<file path="config.mk">
export PLATFORM = sky130hd
export DESIGN_NAME = sgi_dispatch
export DESIGN_NICKNAME = d
export VERILOG_FILES = /design/src/rtl/sgi_pkg.sv /design/src/rtl/sgi_decode.sv /design/src/rtl/sgi_src_bank.sv /design/src/rtl/sgi_dispatch.sv
export SDC_FILE = /design/constraint.sdc
export NUM_CORES = 2
export LEC_CHECK = 0
export BUFFER_PORTS_ARGS = -buffer_cell sky130_fd_sc_hd__buf_2
export CORE_AREA = 2 2 483 485
export DETAILED_ROUTE_END_ITERATION = 7
export DIE_AREA = 0 0 485 487
export SLEW_MARGIN = 5
export SYNTH_ARGS = -nofsm -noshare
export SYNTH_HDL_FRONTEND = slang
export SYNTH_SLANG_ARGS = --single-unit
</file>
<file path="constraint.sdc">
create_clock -name clk -period 1 [get_ports clk]
set_clock_uncertainty 0.2 [all_clocks]
set_input_delay 0.3 -clock clk [delete_from_list [all_inputs] [get_ports clk]]
set_output_delay 0.3 -clock clk [all_outputs]
set_load 0.02 [all_outputs]
</file>
<file path="src/rtl/sgi_pkg.sv">
package sgi_pkg;

    localparam int WORD_W   = 32;
    localparam int ID_W     = 4;
    localparam int ID_LSB   = 0;
    localparam int LIST_W   = 8;
    localparam int LIST_LSB = 16;
    localparam int MODE_W   = 2;
    localparam int MODE_LSB = 24;

    typedef enum logic [MODE_W-1:0] {
        SGI_MODE_LIST   = 2'd0,
        SGI_MODE_OTHERS = 2'd1,
        SGI_MODE_SELF   = 2'd2,
        SGI_MODE_RSVD   = 2'd3
    } sgi_mode_e;

    typedef struct packed {
        sgi_mode_e           mode;
        logic [LIST_W-1:0]   list;
        logic [ID_W-1:0]     id;
    } sgi_cmd_t;

    function automatic sgi_cmd_t sgi_unpack(input logic [WORD_W-1:0] word);
        sgi_cmd_t c;
        c.id   = word[ID_LSB +: ID_W];
        c.list = word[LIST_LSB +: LIST_W];
        c.mode = sgi_mode_e'(word[MODE_LSB +: MODE_W]);
        return c;
    endfunction

endpackage

</file>
<file path="src/rtl/sgi_decode.sv">
module sgi_decode
    import sgi_pkg::*;
#(
    parameter int NUM_CPUS = 8
) (
    input  logic                          wr_en,
    input  logic [$clog2(NUM_CPUS)-1:0]   wr_cpu,
    input  logic [WORD_W-1:0]             wr_data,
    input  logic [$clog2(NUM_CPUS+1)-1:0] online_cnt,
    output logic                          fire_o,
    output logic [ID_W-1:0]               id_o,
    output sgi_mode_e                     mode_o,
    output logic [NUM_CPUS-1:0]           tgt_o
);

    localparam int CNT_W = $clog2(NUM_CPUS+1);

    sgi_cmd_t            cmd;
    logic [NUM_CPUS-1:0] online;
    logic [NUM_CPUS-1:0] self_vec;
    logic [NUM_CPUS-1:0] list_vec;
    logic [NUM_CPUS-1:0] tgt;

    always_comb begin
        cmd      = sgi_unpack(wr_data);
        online   = '0;
        list_vec = '0;
        self_vec = '0;
        for (int c = 0; c < NUM_CPUS; c++) begin
            online[c] = (CNT_W'(c) < online_cnt);
            if (c < LIST_W) begin
                list_vec[c] = cmd.list[c];
            end
        end
        self_vec[wr_cpu] = 1'b1;
        unique case (cmd.mode)
            SGI_MODE_LIST:   tgt = list_vec & online;
            SGI_MODE_OTHERS: tgt = online & ~self_vec;
            SGI_MODE_SELF:   tgt = self_vec;
            default:         tgt = '0;
        endcase
        tgt_o  = wr_en ? tgt : '0;
        fire_o = wr_en && (|tgt);
        id_o   = cmd.id;
        mode_o = cmd.mode;
    end

endmodule

</file>
<file path="src/rtl/sgi_src_bank.sv">
module sgi_src_bank
    import sgi_pkg::*;
#(
    parameter int NUM_CPUS = 8,
    parameter int NUM_SGI  = 16
) (
    input  logic                        clk,
    input  logic                        rst_n,
    input  logic                        set_en,
    input  logic [ID_W-1:0]             set_id,
    input  logic [$clog2(NUM_CPUS)-1:0] set_src,
    input  logic                        clr_en,
    input  logic [ID_W-1:0]             clr_id,
    input  logic [$clog2(NUM_CPUS)-1:0] clr_src,
    output logic [NUM_SGI-1:0]          pend_o,
    output logic [NUM_SGI*NUM_CPUS-1:0] mask_o
);

    localparam int CPU_W = $clog2(NUM_CPUS);

    typedef struct packed {
        logic [NUM_SGI-1:0][NUM_CPUS-1:0] mask;
        logic [NUM_SGI-1:0]               pend;
    } bank_t;

    bank_t state_d, state_q;

    always_comb begin
        logic set_b, clr_b, hit;
        state_d = state_q;
        for (int i = 0; i < NUM_SGI; i++) begin
            hit = 1'b0;
            for (int s = 0; s < NUM_CPUS; s++) begin
                set_b = set_en && (set_id == ID_W'(i)) && (set_src == CPU_W'(s));
                clr_b = clr_en && (clr_id == ID_W'(i)) && (clr_src == CPU_W'(s));
                state_d.mask[i][s] = set_b | (state_q.mask[i][s] & ~clr_b);
                hit = hit | set_b;
            end
            state_d.pend[i] = hit | (state_q.pend[i] & (|state_d.mask[i]));
        end
    end

    always_ff @(posedge clk or negedge rst_n) begin
        if (!rst_n) begin
            state_q <= '0;
        end else begin
            state_q <= state_d;
        end
    end

    assign pend_o = state_q.pend;
    assign mask_o = state_q.mask;

    for (genvar g = 0; g < NUM_SGI; g++) begin : g_chk
        AST_PEND_TRACKS_MASK: assert property (@(posedge clk) disable iff (!rst_n)
            state_q.pend[g] == (|state_q.mask[g]));
    end

    AST_SET_LANDS: assert property (@(posedge clk) disable iff (!rst_n)
        set_en |=> state_q.mask[$past(set_id)][$past(set_src)]);

    AST_SET_BEATS_CLEAR: assert property (@(posedge clk) disable iff (!rst_n)
        (set_en && clr_en && set_id == clr_id && set_src == clr_src)
        |=> state_q.pend[$past(set_id)]);

    AST_CLEAR_REMOVES: assert property (@(posedge clk) disable iff (!rst_n)
        (clr_en && !(set_en && set_id == clr_id && set_src == clr_src))
        |=> !state_q.mask[$past(clr_id)][$past(clr_src)]);

endmodule

</file>
<file path="src/rtl/sgi_dispatch.sv">
module sgi_dispatch
    import sgi_pkg::*;
#(
    parameter int NUM_CPUS = 8,
    parameter int NUM_SGI  = 16,
    localparam int CPU_W   = $clog2(NUM_CPUS),
    localparam int CNT_W   = $clog2(NUM_CPUS+1)
) (
    input  logic                                 clk,
    input  logic                                 rst_n,
    input  logic                                 wr_en,
    input  logic [CPU_W-1:0]                     wr_cpu,
    input  logic [WORD_W-1:0]                    wr_data,
    input  logic [CNT_W-1:0]                     online_cnt,
    output logic [WORD_W-1:0]                    rd_data,
    input  logic                                 clr_en,
    input  logic [CPU_W-1:0]                     clr_dst,
    input  logic [ID_W-1:0]                      clr_id,
    input  logic [CPU_W-1:0]                     clr_src,
    output logic [NUM_CPUS*NUM_SGI-1:0]          pend_o,
    output logic [NUM_CPUS*NUM_SGI*NUM_CPUS-1:0] src_mask_o
);

    localparam int BANK_W = NUM_SGI * NUM_CPUS;

    logic                                 fire;
    logic [ID_W-1:0]                      dec_id;
    sgi_mode_e                            dec_mode;
    logic [NUM_CPUS-1:0]                  dec_tgt;
    logic [NUM_CPUS-1:0][NUM_SGI-1:0]     pend_arr;
    logic [NUM_CPUS-1:0][BANK_W-1:0]      mask_arr;

    sgi_decode #(.NUM_CPUS(NUM_CPUS)) u_decode (
        .wr_en      (wr_en),
        .wr_cpu     (wr_cpu),
        .wr_data    (wr_data),
        .online_cnt (online_cnt),
        .fire_o     (fire),
        .id_o       (dec_id),
        .mode_o     (dec_mode),
        .tgt_o      (dec_tgt)
    );

    for (genvar d = 0; d < NUM_CPUS; d++) begin : g_dst
        sgi_src_bank #(.NUM_CPUS(NUM_CPUS), .NUM_SGI(NUM_SGI)) u_bank (
            .clk     (clk),
            .rst_n   (rst_n),
            .set_en  (fire && dec_tgt[d]),
            .set_id  (dec_id),
            .set_src (wr_cpu),
            .clr_en  (clr_en && (clr_dst == CPU_W'(d))),
            .clr_id  (clr_id),
            .clr_src (clr_src),
            .pend_o  (pend_arr[d]),
            .mask_o  (mask_arr[d])
        );
    end

    assign pend_o     = pend_arr;
    assign src_mask_o = mask_arr;
    assign rd_data    = '0;

    AST_SELF_ONLY: assert property (@(posedge clk) disable iff (!rst_n)
        (wr_en && dec_mode == SGI_MODE_SELF)
        |=> pend_arr[$past(wr_cpu)][$past(dec_id)]);

    AST_RSVD_NOP: assert property (@(posedge clk) disable iff (!rst_n)
        (wr_en && dec_mode == SGI_MODE_RSVD && !clr_en)
        |=> ($stable(pend_o) && $stable(src_mask_o)));

    AST_EMPTY_LIST_NOP: assert property (@(posedge clk) disable iff (!rst_n)
        (wr_en && dec_mode == SGI_MODE_LIST && wr_data[LIST_LSB +: LIST_W] == '0 && !clr_en)
        |=> $stable(src_mask_o));

endmodule

</file>
==> results by group <==
Outcome
  • Status: complete, but fails checks
  • Failing checks: hold timing, setup timing

Yosys
  • Post-synth ARST share: 1.00
  • Cells after Synth: 4578
  • Cell taking the most area after synthesis: dfrtp_1
  • Mapped Area: 48600 um2
  • Library cells used by synthesis: 45
  • Register area share after synthesis: 0.593
  • Yosys Warn Count: 0
  • Main flop type after synthesis: dfrtp_1
  • Syn avg cell area: 10.6 um2
  • #FFs+latches synth: 1152
  • EDFF count, synth: 0
  • Synth top area share: 0.593
  • Synth top area cells: dfrtp_1 (59%), o31ai_1 (16%), o21ai_0 (11%)

Placed design
  • PortBufs: 1186
  • Placed Cells incl. Taps: 9511
  • Placement Setup Slack: -1650 ps
  • HPWL Detailed: 244 mm
  • Area after DPL: 71400 um2
  • Routability Congestion: 0.938

Critical path
  • Worst EP required: 500 ps
  • Critical path's slowest cell: dfrtp_1
  • Critical Path AT: 1540 ps
  • CP Capture Type: output pin
  • Top delay family on crit path: flip-flops
  • Crit path max fanout: 2
  • WS Path Type: reg -> out
  • Critical path's largest stage delay: 410 ps
  • Crit-path cells: buf_6 > buf_12
  • Buf+Inv Stages, Crit Path: 2
  • Startpoint Class: flip-flop

Detailed routing
  • Detail Route Antenna Nets: 0
  • Via count: 56577
  • WL/cell: 31.6 um
  • Drt via density: 5.42
  • WL final: 330 mm
  • Iteration-0 DRC count of the detailed router: 6100
  • DRT Pass-1 Iters: 8
  • DRC Markers: 0

CTS
  • CTS tree: done
  • CTS sink cnt: 1152
  • Clk_lat worst skew: 800 ps
  • Clock transition at path regs: 60 ps
  • H-Tree Depth: 4
  • Clk buf depth: 3
  • CTS root buffer: clkbuf_16
  • Hold-fix buffers, CTS: 1
  • Num CTS Buffers: 134

Power and ir drop
  • Pwr/cell area: 1460 nW/um2
  • Leakage: 41.4 nW
  • Peak supply drop: 1.48 mV

Layout
  • Layout Nets: 7330
  • Final Core Density: 0.387
  • Register area: 28900 um2
  • Synth-to-layout area growth: 84.5%
  • Share of layout cells above drive strength 1: 0.503
  • Area of the multi-input gates: 20400 um2
  • Post-layout instance area: 89600 um2
  • # fillers: 21920
  • Final cell count without fillers: 10431

Hold path
  • Worst min-delay path class: in -> reg

Timing
  • Slew Viols, Final: 0
  • Slew @ Worst Pin: 940 ps
  • Achievable Freq: 491 MHz
  • Fin crit share: 2.04
  • Max transition margin: 0.373
  • Final Worst Setup Slack: -1040 ps
  • RSZ-0062 raised after global routing: true
  • Fin crit period: 2040 ps
  • Final setup fails: 2304
  • Fin Hold WS: -121 ps
  • Final hold violation count: 36
  • TNS Setup: -1633450 ps

Floorplanning
  • Die area: 236000 um2
  • Row count: 177
  • Die Height: 487 um
  • Core Region: 231000 um2
  • Initial Utilization: 0.210
  • Die W: 485 um
  • Top Ports: 1237

Global route
  • Initial antenna violation count: 19
  • Largest net degree at the start of global routing: 57
  • Total GRT Usage: 0.263
  • First-pass GRT wire length: 441 mm
  • Total grt overflow: 0
  • Vias in the first global route: 54989

Job
  • Max-Cap Viols: 0
==> cell type report <==
cell class | instances | area share
multi-input combinational | 2916 | 0.228
sequential | 1152 | 0.323
antenna | 8 | 0.000223
clock inverter | 56 | 0.00754
inverter | 2 | 0.0000837
clock buffer | 183 | 0.0425
timing repair buffer | 3071 | 0.357
tap | 3043 | 0.0425
==> tightest hold or removal path, delay by kind of cell <==
family / cells / cell delay (ps)
buffers and inverters: 2 / 290
and+or+nand+nor: 1 / 120
AOI/OAI and AO/OA: 1 / 110
==> per-layer routing <==
| metal | up-vias | part of all wire | GRT usage |
|---|---|---|---|
| li1 | 23031 | - | - |
| met2 | 4181 | 0.43 | 0.395 |
| met5 | - | 0.000079 | 0 |
| met4 | 4 | 0.071 | 0.148 |
| met3 | 893 | 0.12 | 0.0921 |
| met1 | 28468 | 0.38 | 0.328 |
==> registers in the layout, summed over array words and instances (netlist names) <==
register	count
g_dst.u_bank.pend_o	128
g_dst.u_bank.mask_o	1024
==> Yosys cell counts, drive strengths merged (3+ instances only) <==
cell,instances
or3,3
and3,4
nand4bb,9
buf,155
and3b,4
nand3b,7
o21ai,1237
clkbuf,384
nand2,232
nand4,260
nand4b,7
or4b,5
nor3,12
nor3b,3
nand3,26
dfrtp,1152
a21oi,6
nor2b,5
nand2b,6
o31ai,1024
nor2,14
or3b,7
==> placed cells by master (no fill, tap or decap), types with 8 or more instances in the layout <==
cell type	Yosys	final
buf_12	0	278
buf_2	80	159
buf_4	38	1146
buf_6	12	1441
buf_8	1	33
bufinv_16	0	11
clkbuf_1	384	24
clkbuf_16	0	143
clkbuf_8	0	23
clkinv_2	0	21
conb_1	1	32
dfrtp_1	1152	1063
dfrtp_2	0	89
diode_2	0	8
inv_6	0	13
nand2_1	222	220
nand2_4	10	10
nand3_1	26	24
nand4_1	259	259
nand4bb_4	0	9
o21ai_0	1086	1008
o21ai_1	147	224
o31ai_1	1024	755
o31ai_2	0	134
o31ai_4	0	135
==> where the power goes <==
part	internal [mW]	switching, mW
Sequential	49.0	2.37
Combinational	12.5	15.3
Clock	29.7	21.7
Total	91.2	39.3
==> path summary, 6_finish.rpt <==
kind | start | endpoint | slack, ps | cells past startpoint
worst max-delay path | g_dst[7].u_bank.mask_o[46] | src_mask_o[942] | -1040 | 2
worst min register to register | g_dst[6].u_bank.pend_o[0] | g_dst[6].u_bank.pend_o[0] | 290 | 2
max in group asynchronous | rst_n | g_dst[7].u_bank.mask_o[58] | 60 | 4
worst max register to register | g_dst[6].u_bank.mask_o[51] | g_dst[6].u_bank.pend_o[6] | -740 | 7
worst min-delay path | wr_cpu[0] | g_dst[3].u_bank.mask_o[76] | -120 | 4
min in group asynchronous | rst_n | g_dst[2].u_bank.mask_o[42] | -30 | 3
==> timing repair <==
action,CTS,global route
hold endpoints to repair,1340,44
buffers inserted,350,314
cloned,0,8
setup endpoints to repair,2304,2304
pin swaps,0,14
resized for setup,1987,707
==> cell families (layout without fill, tap and decap cells) <==
family / Yosys count / after routing / synth area share
DFF: 1152 / 1152 / 0.593
AOI/OAI and AO/OA: 2277 / 2277 / 0.289
other: 1 / 40 / 0.0000772
buffers and inverters: 541 / 3312 / 0.0489
and+or+nand+nor: 607 / 607 / 0.0694
==> stage by stage <==
stage          hold WS [ps]  power (mW)
2_1_floorplan          -196        60.1
3_3_place_gp            179        73.3
3_5_place_dp            172        73.5
4_1_cts                -233         129
5_1_grt                -170         134
6_report               -121         131
Power figures use the tool's default switching activity.
